### src/rtl/tap_isp_pkg.sv
package tapIspPkg;
  localparam int IR_W = 5;
  localparam int ID_W = 32;

  localparam logic [IR_W-1:0] OP_EXTEST  = 5'b00000;
  localparam logic [IR_W-1:0] OP_IDCODE  = 5'b00001;
  localparam logic [IR_W-1:0] OP_SAMPLE  = 5'b00010;
  localparam logic [IR_W-1:0] OP_INTEST  = 5'b00011;
  localparam logic [IR_W-1:0] OP_HIGHZ   = 5'b00101;
  localparam logic [IR_W-1:0] OP_ENABLE  = 5'b01001;
  localparam logic [IR_W-1:0] OP_ERASE   = 5'b01010;
  localparam logic [IR_W-1:0] OP_PROGRAM = 5'b01011;
  localparam logic [IR_W-1:0] OP_VERIFY  = 5'b01100;
  localparam logic [IR_W-1:0] OP_DISABLE = 5'b10000;
  localparam logic [IR_W-1:0] OP_BYPASS  = 5'b11111;
  localparam logic [IR_W-1:0] IR_CAPTURE = 5'b00001;

  typedef enum logic [3:0] {
    ST_RESET, ST_IDLE,
    ST_SEL_DR, ST_CAP_DR, ST_SHF_DR, ST_EX1_DR, ST_PAU_DR, ST_EX2_DR, ST_UPD_DR,
    ST_SEL_IR, ST_CAP_IR, ST_SHF_IR, ST_EX1_IR, ST_PAU_IR, ST_EX2_IR, ST_UPD_IR
  } tapState_e;

  typedef enum logic [1:0] {DR_BYPASS, DR_IDCODE, DR_BSR, DR_ISP} drSel_e;

  // strobes from control to datapath
  typedef struct packed {
    logic   capDr;
    logic   shfDr;
    logic   updDr;
    logic   shfIr;
    logic   verifyLoad;
    drSel_e sel;
  } dpCtl_t;
endpackage

### src/rtl/tap_isp_ctrl.sv
module tap_isp_ctrl
  import tapIspPkg::*;
#(
  parameter bit HAS_IDCODE = 1'b1
) (
  input  logic            tck,
  input  logic            porRst,
  input  logic            portEn,
  input  logic            tms,
  input  logic            tdi,
  output tapState_e       tapState,
  output logic [IR_W-1:0] curIr,
  output logic            irLsb,
  output dpCtl_t          ctl,
  output logic            highZ,
  output logic            ispMode,
  output logic            ispEraseStb,
  output logic            ispProgStb,
  output logic            ispVerifyStb
);
  localparam logic [IR_W-1:0] RESET_OP = HAS_IDCODE ? OP_IDCODE : OP_BYPASS;

  tapState_e       nextState;
  logic [IR_W-1:0] irShift;
  drSel_e          drSel;
  logic            ispOp;

  always_comb begin
    nextState = tapState;
    case (tapState)
      ST_RESET:  nextState = tms ? ST_RESET  : ST_IDLE;
      ST_IDLE:   nextState = tms ? ST_SEL_DR : ST_IDLE;
      ST_SEL_DR: nextState = tms ? ST_SEL_IR : ST_CAP_DR;
      ST_CAP_DR: nextState = tms ? ST_EX1_DR : ST_SHF_DR;
      ST_SHF_DR: nextState = tms ? ST_EX1_DR : ST_SHF_DR;
      ST_EX1_DR: nextState = tms ? ST_UPD_DR : ST_PAU_DR;
      ST_PAU_DR: nextState = tms ? ST_EX2_DR : ST_PAU_DR;
      ST_EX2_DR: nextState = tms ? ST_UPD_DR : ST_SHF_DR;
      ST_UPD_DR: nextState = tms ? ST_SEL_DR : ST_IDLE;
      ST_SEL_IR: nextState = tms ? ST_RESET  : ST_CAP_IR;
      ST_CAP_IR: nextState = tms ? ST_EX1_IR : ST_SHF_IR;
      ST_SHF_IR: nextState = tms ? ST_EX1_IR : ST_SHF_IR;
      ST_EX1_IR: nextState = tms ? ST_UPD_IR : ST_PAU_IR;
      ST_PAU_IR: nextState = tms ? ST_EX2_IR : ST_PAU_IR;
      ST_EX2_IR: nextState = tms ? ST_UPD_IR : ST_SHF_IR;
      ST_UPD_IR: nextState = tms ? ST_SEL_DR : ST_IDLE;
      default:   nextState = ST_RESET;
    endcase
  end

  always_ff @(posedge tck or posedge porRst) begin
    if (porRst) begin
      tapState <= ST_RESET;
      irShift  <= '0;
      curIr    <= RESET_OP;
      ispMode  <= 1'b0;
    end else if (portEn) begin
      tapState <= nextState;
      case (tapState)
        ST_RESET: begin
          curIr   <= RESET_OP;
          ispMode <= 1'b0;
        end
        ST_CAP_IR: irShift <= IR_CAPTURE;
        ST_SHF_IR: irShift <= {tdi, irShift[IR_W-1:1]};
        ST_UPD_IR: begin
          curIr <= irShift;
          if (irShift == OP_ENABLE)       ispMode <= 1'b1;
          else if (irShift == OP_DISABLE) ispMode <= 1'b0;
        end
        default: ;
      endcase
    end
  end

  // instruction decode: which data register sits on the scan path
  always_comb begin
    case (curIr)
      OP_IDCODE:                        drSel = HAS_IDCODE ? DR_IDCODE : DR_BYPASS;
      OP_EXTEST, OP_SAMPLE, OP_INTEST:  drSel = DR_BSR;
      OP_ENABLE, OP_DISABLE:            drSel = DR_ISP;
      OP_ERASE, OP_PROGRAM, OP_VERIFY:  drSel = ispMode ? DR_ISP : DR_BYPASS;
      default:                          drSel = DR_BYPASS;
    endcase
  end

  assign ispOp = ispMode && portEn;

  assign ctl.capDr      = portEn && (tapState == ST_CAP_DR);
  assign ctl.shfDr      = portEn && (tapState == ST_SHF_DR);
  assign ctl.updDr      = portEn && (tapState == ST_UPD_DR);
  assign ctl.shfIr      = portEn && (tapState == ST_SHF_IR);
  assign ctl.verifyLoad = ispOp && (curIr == OP_VERIFY);
  assign ctl.sel        = drSel;

  assign irLsb        = irShift[0];
  assign highZ        = (curIr == OP_HIGHZ);
  assign ispEraseStb  = ispOp && (curIr == OP_ERASE)   && (tapState == ST_UPD_DR);
  assign ispProgStb   = ispOp && (curIr == OP_PROGRAM) && (tapState == ST_UPD_DR);
  assign ispVerifyStb = ispOp && (curIr == OP_VERIFY)  && (tapState == ST_CAP_DR);
endmodule

### src/rtl/tap_isp_dp.sv
module tap_isp_dp
  import tapIspPkg::*;
#(
  parameter bit          HAS_IDCODE = 1'b1,
  parameter logic [31:0] ID_VALUE   = 32'h0B7E_40D5,
  parameter int          BSR_LEN    = 8,
  parameter int          ISP_LEN    = 16
) (
  input  logic               tck,
  input  logic               porRst,
  input  dpCtl_t             ctl,
  input  logic               irLsb,
  input  logic               tdi,
  input  logic [BSR_LEN-1:0] bsrIn,
  output logic [BSR_LEN-1:0] bsrOut,
  input  logic [ISP_LEN-1:0] ispRdData,
  output logic [ISP_LEN-1:0] ispSr,
  output logic               tdoQ,
  output logic               tdoEn
);
  logic               bypassBit;
  logic [BSR_LEN-1:0] bsrSr;
  logic               idLsb;
  logic               drLsb;

  generate
    if (HAS_IDCODE) begin : g_id
      logic [ID_W-1:0] idSr;
      always_ff @(posedge tck or posedge porRst) begin
        if (porRst)                                   idSr <= ID_VALUE;
        else if (ctl.capDr && ctl.sel == DR_IDCODE)   idSr <= ID_VALUE;
        else if (ctl.shfDr && ctl.sel == DR_IDCODE)   idSr <= {tdi, idSr[ID_W-1:1]};
      end
      assign idLsb = idSr[0];
    end else begin : g_noid
      assign idLsb = 1'b0;
    end
  endgenerate

  always_ff @(posedge tck or posedge porRst) begin
    if (porRst) begin
      bypassBit <= 1'b0;
      bsrSr     <= '0;
      bsrOut    <= '0;
      ispSr     <= '0;
    end else begin
      if (ctl.capDr) begin
        case (ctl.sel)
          DR_BYPASS: bypassBit <= 1'b0;
          DR_BSR:    bsrSr <= bsrIn;
          DR_ISP:    if (ctl.verifyLoad) ispSr <= ispRdData;
          default: ;
        endcase
      end else if (ctl.shfDr) begin
        case (ctl.sel)
          DR_BYPASS: bypassBit <= tdi;
          DR_BSR:    bsrSr <= {tdi, bsrSr[BSR_LEN-1:1]};
          DR_ISP:    ispSr <= {tdi, ispSr[ISP_LEN-1:1]};
          default: ;
        endcase
      end else if (ctl.updDr && ctl.sel == DR_BSR) begin
        bsrOut <= bsrSr;
      end
    end
  end

  always_comb begin
    case (ctl.sel)
      DR_IDCODE: drLsb = idLsb;
      DR_BSR:    drLsb = bsrSr[0];
      DR_ISP:    drLsb = ispSr[0];
      default:   drLsb = bypassBit;
    endcase
  end

  // serial output moves on the falling edge only
  always_ff @(negedge tck or posedge porRst) begin
    if (porRst) begin
      tdoQ  <= 1'b0;
      tdoEn <= 1'b0;
    end else begin
      tdoQ  <= ctl.shfIr ? irLsb : drLsb;
      tdoEn <= ctl.shfIr || ctl.shfDr;
    end
  end
endmodule

### src/rtl/jtag_isp_tap.sv
module jtag_isp_tap
  import tapIspPkg::*;
#(
  parameter bit          HAS_IDCODE = 1'b1,
  parameter logic [31:0] ID_VALUE   = 32'h0B7E_40D5,
  parameter int          BSR_LEN    = 8,
  parameter int          ADDR_W     = 6,
  parameter int          DATA_W     = 10
) (
  input  logic                     tck,
  input  logic                     porRst,
  input  logic                     portEn,
  input  logic                     tms,
  input  logic                     tdi,
  output logic                     tdo,
  output logic                     tdoEn,
  output logic                     highZ,
  output logic                     ispMode,
  input  logic [BSR_LEN-1:0]       bsrIn,
  output logic [BSR_LEN-1:0]       bsrOut,
  input  logic [ADDR_W+DATA_W-1:0] ispRdData,
  output logic [ADDR_W-1:0]        ispAddr,
  output logic [DATA_W-1:0]        ispData,
  output logic                     ispEraseStb,
  output logic                     ispProgStb,
  output logic                     ispVerifyStb
);
  localparam int ISP_LEN = ADDR_W + DATA_W;

  tapState_e       tapState;
  logic [IR_W-1:0] curIr;
  logic            irLsb;
  dpCtl_t          ctl;
  logic [ISP_LEN-1:0] ispSr;

  tap_isp_ctrl #(.HAS_IDCODE(HAS_IDCODE)) u_ctrl (
    .tck(tck), .porRst(porRst), .portEn(portEn), .tms(tms), .tdi(tdi),
    .tapState(tapState), .curIr(curIr), .irLsb(irLsb), .ctl(ctl),
    .highZ(highZ), .ispMode(ispMode), .ispEraseStb(ispEraseStb),
    .ispProgStb(ispProgStb), .ispVerifyStb(ispVerifyStb)
  );

  tap_isp_dp #(
    .HAS_IDCODE(HAS_IDCODE), .ID_VALUE(ID_VALUE),
    .BSR_LEN(BSR_LEN), .ISP_LEN(ISP_LEN)
  ) u_dp (
    .tck(tck), .porRst(porRst), .ctl(ctl), .irLsb(irLsb), .tdi(tdi),
    .bsrIn(bsrIn), .bsrOut(bsrOut), .ispRdData(ispRdData), .ispSr(ispSr),
    .tdoQ(tdo), .tdoEn(tdoEn)
  );

  assign ispAddr = ispSr[ISP_LEN-1 -: ADDR_W];
  assign ispData = ispSr[DATA_W-1:0];
endmodule

### config.mk
export PLATFORM = sky130hd
export DESIGN_NAME = jtag_isp_tap
export DESIGN_NICKNAME = d
export VERILOG_FILES = /design/src/rtl/tap_isp_pkg.sv /design/src/rtl/tap_isp_ctrl.sv /design/src/rtl/tap_isp_dp.sv /design/src/rtl/jtag_isp_tap.sv
export SDC_FILE = /design/constraint.sdc
export NUM_CORES = 1
export LEC_CHECK = 0
export BUFFER_PORTS_ARGS = -buffer_cell sky130_fd_sc_hd__clkbuf_2
export CORE_ASPECT_RATIO = 1.75
export CORE_MARGIN = 1
export CORE_UTILIZATION = 41
export CTS_CLUSTER_SIZE = 12
export DETAILED_ROUTE_END_ITERATION = 8
export SYNTH_ARGS = -nofsm -noshare
export SYNTH_HDL_FRONTEND = slang
export SYNTH_SLANG_ARGS = --single-unit
### constraint.sdc
create_clock -name tck -period 6.41 [get_ports tck]
set_clock_uncertainty 0.2 [all_clocks]
set_input_delay 0.9615 -clock tck [delete_from_list [all_inputs] [get_ports tck]]
set_output_delay 0.9615 -clock tck [all_outputs]
set_load 0.005 [all_outputs]
==> results.cfg <==
[global_route]
grtUsageTotal_pct = 18.1
grt_max_degree = 65
grt_pass1_vias = 2901
grt_pass1_wl_um = 14400
antenna_found_initial = 0
grt_overflow = 0

[die]
core_area_um2 = 9790
fp.dieH_um = 134
rows = 48
die-area_um2 = 10400
dieWidth_um = 77.7
io_pins = 60
start_util_pct = 42.0

[placement]
dp.cells = 547
dpl.hpwl_um = 5930
placed_area_um2 = 4460
io_buffers = 59
gp_congestion = 0.859

[final_layout]
nets = 462
n_antenna_cell = 0
areaGrowthSynthToFinish_pct = 16.4
nFillCells = 908
instances_no_fill = 563
stdcell_area_um2 = 4780
layout_commonest_cell = nand2_1
layout_common_cells = 65 x nand2_1, 64 x dfrtp_1, 59 x clkbuf_2, 44 x mux2_2, 42 x o21ai_0
layout-drive-gt1-share_pct = 36.5

[setup_path]
cp_top_family = flip-flops
cp.arrival_ns = 4.07
critPathBufInv = 1
crit_required_ns = 5.25
worstSetupEndpointType = output pin
r2r-start = u_ctrl.curIr[2]
critPathLaunchType = flop
slowest_stage = dfrtn_1
cp_max_fo = 1
crit_path_max_incr_delay_ns = 0.41
startpoint = u_dp.tdoQ
path_cells = clkbuf_2
crit_type = flop to output pin

[synthesis]
ys_seq_area_share_pct = 50.4
ys_async_sr_fraction_pct = 100
synth_flop_cell = dfrtp_1
yosysTopAreaCell = dfrtp_1
yosys_register_bits = 82
synthCells = 387
syn_avg_cell_area_um2 = 10.6
synth_top_area_share_pct = 39.0
synth.distinct_cells = 61
yosysWarnings = 0
synthTopCellsByArea = dfrtp_1 39%, mux2_2 12%, dfstp_2 10%, nand2_1 5.9%, o21ai_0 5.1%
synth_edf_count = 0
syn_area_um2 = 4110
mappedNetlistNets = 416

[cts]
cts_htree_levels = 3
cts.sinks = 82
cts_tree = yes
cts_setup_buffers = 0
clkTransAtPathRegs_ns = 0.06
clock_path_buffers = 2
cts_resized = 0
clk_latency_ns = 0.34
cts_buffers = 9
cts_hold_buf = 0
cts_root_buf = clkbuf_16

[pwr]
power.density_nw_per_um2 = 344
ir_drop_v = 0.000208
power_mw = 1.64
p_leak_nw = 2.23

[timing]
setup_viol = 0
slew_headroom_pct = 22.6
hold_viol_final = 0
maxSlewViolCount = 0
setup_tns_ns = 0
timing.hold.ws_ns = 0.276
grt_setup_unrepaired = no
worstMarginPinSlew_ns = 1.16

[outcome]
status = finished, final reports clean

[flow_run]
maxCapViolCount = 0

[worst_hold_path]
hp-start = u_dp.g_id.idSr[27]
hold_class = flop to flop

[detailed_routing]
finalWirelength_um = 8560
vias_per_cell = 5.25
dr_total_vias = 2953
drt_iter0_drc = 179
drt_first_pass_iters = 4
ant_nets = 0
post_drt_wl_per_cell_um = 15.2
post-route-drc-count = 0
[flip-flops by register name, summed over array words and instances (netlist names)]
register and cells:
u_ctrl.tapState 4, u_dp.ispSr 16, u_dp.tdoQ 1, u_dp.g_id.idSr 32
u_ctrl.curIr 5, u_ctrl.irShift 5, u_ctrl.ispMode 1, u_dp.bsrSr 8
u_dp.bsrOut 8, u_dp.bypassBit 1, u_dp.tdoEn 1
[metal layers]
layer | share of wire, % | track usage [%] | wire length (µm) | vias up
met1 | 40 | 20.7 | 3390 | 1423
met3 | 3.2 | 3.13 | 276 | 21
met2 | 53 | 30.4 | 4550 | 61
met4 | 4.0 | 12.7 | 344 | 0
li1 | - | - | - | 1448
met5 | 0 | 0 | 0 | -
[cell families (layout without fill, tap and decap cells)]
logic type | after synthesis | count (layout) | synth area share (%)
AOI/OAI and AO/OA | 80 | 80 | 12.5
buffers and inverters | 34 | 85 | 4.23
DFF | 82 | 82 | 50.4
muxes | 56 | 56 | 16.3
and+or+nand+nor | 135 | 135 | 16.6
[area by class of cell]
type / count / area (µm²) / share of cell area [%]
multi-input cells: 271 / 1880 / 39.3
repair buffers: 63 / 325 / 6.80
clock buffers: 14 / 264 / 5.52
well taps: 125 / 156 / 3.27
flip-flops and latches: 82 / 2070 / 43.3
clock inverters: 2 / 60.1 / 1.26
inverters: 6 / 23.8 / 0.497
[cell usage after synthesis, types with 3 or more instances]
cell       instances
a21oi_1            5
a22o_1             4
a31oi_1            4
and2_1             3
buf_2              9
clkbuf_1          14
dfrtp_1           64
dfstp_2           16
inv_1              6
mux2_2            44
mux2_4            10
nand2_1           65
nand2b_1           3
nand3_1            6
nor2_1            26
nor2b_1            4
nor3_1             4
nor3b_1            4
o2111ai_1          3
o21ai_0           42
o31ai_1            3
[through the flow]
stage | utilization (%) | setup WS [ns]
final | 48.8 | 1.18
after global routing | 48.8 | 1.15
after CTS | 48.8 | 1.16
after detailed placement | 45.5 | 1.12
after global placement | 45.5 | 1.12
after floorplan | - | 0.0783
[power breakdown]
| group | switching [mW] | internal [mW] |
|---|---|---|
| registers | 0.117 | 0.637 |
| logic | 0.184 | 0.141 |
| clock network | 0.201 | 0.363 |
[worst paths after layout]
kind,end,slack [ns],cells after the start
setup / recovery,tdo,1.18,1
hold / removal,u_dp.g_id.idSr[27],0.28,2
setup reg to reg,u_dp.tdoQ,1.30,4
hold reg to reg,u_dp.g_id.idSr[27],0.28,2
max in group asynchronous,u_dp.tdoEn,2.13,2
min in group asynchronous,u_dp.bsrSr[6],0.42,2
Power figures use the tool's default switching activity.
